===== config.mk =====
export PLATFORM = sky130hd
export DESIGN_NAME = pfd_sense_top
export DESIGN_NICKNAME = d
export VERILOG_FILES = /design/src/rtl/pfd_pkg.sv /design/src/rtl/pfd_edge.sv /design/src/rtl/pfd_core.sv /design/src/rtl/pfd_route.sv /design/src/rtl/pfd_sense_top.sv
export SDC_FILE = /design/constraint.sdc
export NUM_CORES = 1
export LEC_CHECK = 0
export ABC_CLOCK_PERIOD_IN_PS = 1800
export CAP_MARGIN = 20
export CORE_AREA = 2 2 39 41
export CTS_CLUSTER_SIZE = 10
export DETAILED_ROUTE_END_ITERATION = 10
export DIE_AREA = 0 0 41 43
export PLACE_DENSITY = 0.6
export SLEW_MARGIN = 20
export SYNTH_ARGS = -nofsm -noshare
export SYNTH_HDL_FRONTEND = slang
export SYNTH_SLANG_ARGS = --single-unit
export TNS_END_PERCENT = 100

===== constraint.sdc =====
create_clock -name clk -period 1.8 [get_ports clk]
set_input_delay 0.36 -clock clk [delete_from_list [all_inputs] [get_ports clk]]
set_output_delay 0.36 -clock clk [all_outputs]
set_load 0.05 [all_outputs]

===== src/rtl/pfd_pkg.sv =====
// Package: shared constants and the gain-code translation for the detector.
// Assumes gain codes are 2 bits and multipliers are expressed in half units.
package pfd_pkg;

    localparam int GAIN_W = 2;
    localparam int MULT_W = 4;

    // Translate a gain select code into the multiplier times two.
    function automatic logic [MULT_W-1:0] gain_half_units(input logic [GAIN_W-1:0] code);
        logic [MULT_W-1:0] r;
        case (code)
            2'b00:   r = MULT_W'(2);
            2'b01:   r = MULT_W'(3);
            2'b10:   r = MULT_W'(5);
            default: r = MULT_W'(8);
        endcase
        return r;
    endfunction

endpackage


===== src/rtl/pfd_edge.sv =====
// Module: rising-edge detector for a vector of synchronous pulse inputs.
// Assumes the inputs are already in the clk domain. The history resets to 0,
// so an input that is high when reset is released counts as an edge.
module pfd_edge #(
    parameter int N = 2
) (
    input  logic         clk,
    input  logic         rst_n,
    input  logic [N-1:0] sig_in,
    output logic [N-1:0] rise
);

    logic [N-1:0] prev_q;

    // Remember the previous sample of each input.
    always_ff @(posedge clk) begin
        if (!rst_n) prev_q <= '0;
        else        prev_q <= sig_in;
    end

    // One detector per input lane.
    for (genvar i = 0; i < N; i++) begin : g_lane
        assign rise[i] = sig_in[i] & ~prev_q[i];
    end

endmodule


===== src/rtl/pfd_core.sv =====
// Module: two-flag phase-frequency state machine with a fixed overlap window.
// adv_q is armed by a reference edge and rtd_q by a divider edge. When both are
// set they stay set for OVL cycles and then clear. Edges seen in the clearing
// cycle re-arm their flag. A hold input clears everything.
module pfd_core #(
    parameter int OVL = 2
) (
    input  logic clk,
    input  logic rst_n,
    input  logic hold,
    input  logic ref_rise,
    input  logic div_rise,
    output logic adv,
    output logic rtd
);

    localparam int CW = (OVL > 1) ? $clog2(OVL) : 1;
    localparam logic [CW-1:0] LAST = CW'(OVL - 1);

    logic          adv_q, rtd_q;
    logic [CW-1:0] ovl_cnt;
    logic          both;

    assign both = adv_q & rtd_q;

    // Arm flags on edges; time the overlap and clear both when it ends.
    always_ff @(posedge clk) begin
        if (!rst_n || hold) begin
            adv_q   <= 1'b0;
            rtd_q   <= 1'b0;
            ovl_cnt <= '0;
        end else if (both) begin
            if (ovl_cnt == LAST) begin
                adv_q   <= ref_rise;
                rtd_q   <= div_rise;
                ovl_cnt <= '0;
            end else begin
                ovl_cnt <= ovl_cnt + 1'b1;
            end
        end else begin
            adv_q <= adv_q | ref_rise;
            rtd_q <= rtd_q | div_rise;
        end
    end

    assign adv = adv_q;
    assign rtd = rtd_q;

endmodule


===== src/rtl/pfd_route.sv =====
// Module: polarity and monitor routing.
// With sense high, the advance flag sources current and the retard flag sinks
// it. Sense low swaps them. The monitor pins swap on the same bit. Hold gates
// both pump commands off within the same cycle.
module pfd_route
    import pfd_pkg::*;
(
    input  logic              sense,
    input  logic              hold,
    input  logic              adv,
    input  logic              rtd,
    input  logic              ref_in,
    input  logic              div_in,
    input  logic [GAIN_W-1:0] gain_code,
    output logic              pump_src,
    output logic              pump_snk,
    output logic              mon_a,
    output logic              mon_b,
    output logic [MULT_W-1:0] gain_x2
);

    // Map detector flags to pump directions under the polarity bit.
    always_comb begin
        pump_src = ~hold & (sense ? adv : rtd);
        pump_snk = ~hold & (sense ? rtd : adv);
    end

    // Route the divider signals to the monitor pins.
    always_comb begin
        mon_a = sense ? div_in : ref_in;
        mon_b = sense ? ref_in : div_in;
    end

    // Translate the gain select.
    assign gain_x2 = gain_half_units(gain_code);

endmodule


===== src/rtl/pfd_sense_top.sv =====
// Module: top of the phase-frequency detector with sense control.
// Assumes ref_in and div_in are synchronous pulses that stay low for at least
// OVL+1 cycles between rising edges.
module pfd_sense_top
    import pfd_pkg::*;
#(
    parameter int OVL = 2
) (
    input  logic              clk,
    input  logic              rst_n,
    input  logic              ref_in,
    input  logic              div_in,
    input  logic              sense,
    input  logic [GAIN_W-1:0] gain_code,
    input  logic              prog_hold,
    output logic              pump_src,
    output logic              pump_snk,
    output logic              mon_a,
    output logic              mon_b,
    output logic [MULT_W-1:0] gain_x2
);

    logic [1:0] rise;
    logic       adv, rtd;

    pfd_edge #(.N(2)) u_edge (
        .clk    (clk),
        .rst_n  (rst_n),
        .sig_in ({div_in, ref_in}),
        .rise   (rise)
    );

    pfd_core #(.OVL(OVL)) u_core (
        .clk      (clk),
        .rst_n    (rst_n),
        .hold     (prog_hold),
        .ref_rise (rise[0]),
        .div_rise (rise[1]),
        .adv      (adv),
        .rtd      (rtd)
    );

    pfd_route u_route (
        .sense     (sense),
        .hold      (prog_hold),
        .adv       (adv),
        .rtd       (rtd),
        .ref_in    (ref_in),
        .div_in    (div_in),
        .gain_code (gain_code),
        .pump_src  (pump_src),
        .pump_snk  (pump_snk),
        .mon_a     (mon_a),
        .mon_b     (mon_b),
        .gain_x2   (gain_x2)
    );

endmodule


### Word level (Yosys, flattened, before mapping)

Cells that the tools add are included.

* input port bits: 8
* word-level logic and storage cells: 31
* bits in registers: 5
* output and inout port bits: 8

* $add $sub $neg: 1
* reduce and logical (&&, ||, !) cells: 3
* bitwise gates (word level): 10
* muxes and demuxes: 10
* eq/ne operators: 3

Operator list (count)
* $pmux 4 s3: 1
* $mux 1: 9
* $and 1x1->1: 5
* $not 1->1: 3
* $eq 2x1->1 const B: 1
* $eq 2x2->1 const B: 1
* $logic_not 2->1: 1
* $ne 2x1->1 const B: 1
* $or 1x1->1: 2
* $add 1x1->1 const B: 1
* $logic_not 1->1: 1
* $logic_or 1x1->1: 1

### Longest topological paths before layout

Gate-level depths: netlist (run 1).

* word-level depth: 4
* gate-level depth with buffers: 4
* depth with buffers taken out: 4

### Hierarchy

A second synthesis (run 1) with hierarchy kept.

* cells, all modules: 31
* area, all modules: 322.8 um^2

By module, submodules not included
* pfd_core: sequential area each 60.1 um^2, cells an instance 11, instances 1, area each 127.6 um^2
* pfd_route: sequential area each 0.0 um^2, cells an instance 14, instances 1, area each 115.1 um^2
* pfd_edge: sequential area each 40.0 um^2, cells an instance 6, instances 1, area each 80.1 um^2

### Least setup slack after synthesis (run 1)

OpenSTA, ideal clock, no wires.

* kind: input to output
* start point: input gain_code[0]
* end point: output gain_x2[1]
* setup slack: -0.033 ns
* cell stages on the path: 2
* data arrival time: 1.473 ns
* buffers on the path: 0
* required time: 1.440 ns
* cells stage by stage: ha_1 > nor2_1

* longest elaborated chain between the ends: 2
* elaborated cells on any way between the ends: 4
* those cells by class: eq/ne (2); mux (1); reduce/logical (1)

RTL lines
* start, declared: RTL line pfd_sense_top.sv:14 `input logic [GAIN_W-1:0] gain_code,`
* $eq 2x2->1, or another cell as far along: RTL line pfd_pkg.sv:11 `case (code)`
* $pmux 4 s3 (*): RTL line pfd_pkg.sv:11
* end, declared: RTL line pfd_sense_top.sv:20 `output logic [MULT_W-1:0] gain_x2`

Mark *: on every way between the ends. The rest lies on a longest branch, timed or not.

### Worst setup path in the final report (run 1)

* start point: input ref_in
* end point: output mon_b

* longest elaborated chain between the ends: 1

RTL lines
* start, declared: RTL line pfd_sense_top.sv:11 `input logic ref_in,`
* $mux 1: RTL line pfd_route.sv:31 `mon_b = sense ? ref_in : div_in;`
* end, declared: RTL line pfd_sense_top.sv:19 `output logic mon_b,`

Every way passes these cells.

==> flow_summary.yaml, run 1 <==
status:
  outcome: "complete, no violations"
synthesis:
  yosysSeqAreaShare: 0.3347
  synth_nets: 43
  synth.most_common_cell: "dfxtp_1"
  yosysTopAreaCellShare: 0.3347
  syn_avg_cell_area_sq_um: 9.646
  ys_warn_count: 0
  synth_area_sq_um: 299.0
  synth_top_cells_by_area: "dfxtp_1, ha_1, mux2_2, a21bo_1, mux2i_1"
  postSynthCellCount: 31
  synth_edf_count: 0
  synth_cell_types: 12
  synth_common_cells: "dfxtp_1, ha_1, nor2_1"
  synth-async-reset-ratio: 0
  ys_seq_elements: 5
  yosys.area.top_type: "dfxtp_1"
  ys.flop_type: "dfxtp_1"
place:
  post-place-ws_ns: -0.02303
  io_buffers: 15
  placed_cells: 65
  place.gp.congestion: 0.6568
  dp_hpwl_microns: 485.5
  placed_cell_area_sq_um: 536.8
critical_path:
  crit_path_end_kind: "output pin"
  crit_type: "in -> out"
  path_max_fanout: 4
  worstPathRequired_ns: 1.44
  start_kind: "input port"
  critical_path_arrival_ns: 1.29
routing:
  drt-total-wl_microns: 593
  drtIter0Drc: 0
  wl_met1_microns: 277
  drt_first_pass_iters: 1
  drc: 0
  maxUsedRoutingLayer: "met3"
  wl_met3_microns: 60
  routedWlPerCell_microns: 8.594
  wl_met2_microns: 256
  ant_nets: 0
  num_vias: 273
  vias_per_cell: 3.957
clock_tree:
  clockRootBuffer: "clkbuf_4"
  cts_tree: "yes"
  h-tree-depth: 1
  clkSinkCount: 5
  cts_made_buffers: 3
  clockBufferDepth: 2
  path_clk_slew_ns: 0.05
  hold_buffers: 0
  insertion_delay_ns: 0.24
timing:
  finClkSkew_ns: 0.006125
  fin_ws_ns: 0.1527
  maxSlewViolCount: 0
  hold_viol_final: 0
  max_slew.worst_pin.slew_ns: 0.1961
  rsz0062_at_grt: "no"
  max_freq_mhz: 607.1
  min_period_over_period: 0.9152
  min_period_ns: 1.647
  slew_headroom: 0.8688
  setup_viol: 0
global_routing:
  grt_pass1_vias: 247
  grt_pass1_wl_microns: 966
  grtUsageTotal: 0.08954
  grt_start_max_net_pins: 7
  grt_antenna_before_repair: 0
  gr-total-overflow: 0
flow_run:
  drv_cap: 0
die:
  io_pins: 16
  core_sq_um: 1384
  rows: 14
  die_area_sq_um: 1763
  chipWidth_microns: 41
  start_util: 0.2161
  die-height_microns: 43
power_and_ir_drop:
  power_mw: 0.3789
  ir_drop_mv: 0.2937
  p_leak_nw: 0.2688
  pwr_density_cell_nw_per_um2: 665.6
finish:
  postLayoutCellArea_sq_um: 569.3
  syn_to_final_growth_pct: 90.38
  utilization: 0.4114
  antenna_cells: 0
  post_route_cells_drive_above_1_share: 0.3585
  nets: 66
  instances_no_fill: 69
worst_hold_path:
  min_path_type: "reg -> reg"
## where the power goes
part           leakage, nW  internal [mW]  switching, mW  total, mW
clock               0.0150         0.0839         0.0471      0.131
sequential          0.0411          0.116        0.00335      0.119
combinational        0.213         0.0618         0.0671      0.129
## layout make-up
cell class	instances	area, sq um
Clock buffer	4	26.28
Fill cell	139	814.5
Inverter	2	7.507
Multi-Input combinational cell	24	196.4
Sequential cell	5	100.1
Tap cell	16	20.02
Timing Repair Buffer	18	219.0
## stage by stage
step | hold slack, ns | TNS (ns)
final | 0.4991 | 0
after floorplan | 0.4623 | 0
after global placement | 0.4877 | -0.02382
after global routing | 0.5293 | 0
after detailed placement | 0.4929 | -0.03160
after CTS | 0.5025 | 0
## flip-flops by register name (all words and copies together), names as in the netlist
signal          count
u_core.adv          1
u_core.ovl_cnt      1
u_core.rtd          1
u_edge.prev_q       2
## cells by family (layout without fill, tap and decap cells)
kind of cell,after synthesis,in the layout,synth area share
AND/OR/NAND/NOR,10,10,0.1799
buffers and inverters,2,24,0.02511
multiplexers,4,4,0.1423
AO/OA/AOI/OAI,6,6,0.1506
flip-flops,5,5,0.3347
adder cells (fa/ha/maj),4,4,0.1674
## cell usage in the layout (no fill, tap or decap), drive strengths merged
master,netlist,final
a21bo,3,3
a21oi,3,3
and2,2,2
buf,0,11
clkbuf,0,4
clkdlybuf4s50,0,4
dfxtp,5,5
dlygate4sd2,0,2
dlymetal6s2s,0,1
ha,4,4
inv,2,2
mux2,2,2
mux2i,2,2
nand2b,3,3
nand3b,1,1
nor2,4,4
## routing by layer
metal | vias up | track usage
li1 | 147 | -
met4 | 0 | 0.08000
met1 | 117 | 0.1068
met5 | - | 0
met2 | 9 | 0.1000
met3 | 0 | 0.06283
## critical path, stage by stage
cell,delay (ns)
clkdlybuf4s50_1,0.45
mux2_2,0.28
buf_4,0.19
## timing repair
action / CTS / global route
pin swaps: 1 / 0
setup buffers: 0 / 0
hold endpoints to repair: 0 / 0
resized for setup: 3 / 2
endpoints found under the setup margin: 4 / 2
## path summary, 6_finish.rpt
kind	from	to	slack, ns	depth (start not counted)
setup / recovery	ref_in	mon_b	0.15	3
hold / removal	u_edge.prev_q[0]$_SDFF_PN0_	u_core.adv$_SDFFE_PP0P_	0.50	2
setup reg to reg	u_core.adv$_SDFFE_PP0P_	u_core.adv$_SDFFE_PP0P_	0.98	2
hold reg to reg	u_edge.prev_q[0]$_SDFF_PN0_	u_core.adv$_SDFFE_PP0P_	0.50	2
Note: power is estimated with default switching activity, not from simulation.
==> run 2: changes to the inputs <==
--- a/config.mk
+++ b/config.mk
@@ -5,7 +5,6 @@
 export SDC_FILE = /design/constraint.sdc
 export NUM_CORES = 1
 export LEC_CHECK = 0
-export ABC_CLOCK_PERIOD_IN_PS = 1800
 export CAP_MARGIN = 20
 export CORE_AREA = 2 2 39 41
 export CTS_CLUSTER_SIZE = 10
==> results of run 2 <==
No change in the layout: final DEF, timing and power equal those of run 1.
==> run 3: changes to the inputs <==
--- a/config.mk
+++ b/config.mk
@@ -11,7 +11,6 @@
 export DETAILED_ROUTE_END_ITERATION = 10
 export DIE_AREA = 0 0 41 43
 export PLACE_DENSITY = 0.6
-export SLEW_MARGIN = 20
 export SYNTH_ARGS = -nofsm -noshare
 export SYNTH_HDL_FRONTEND = slang
 export SYNTH_SLANG_ARGS = --single-unit
==> results of run 3 <==
No change in the layout: final DEF, timing and power equal those of run 1.
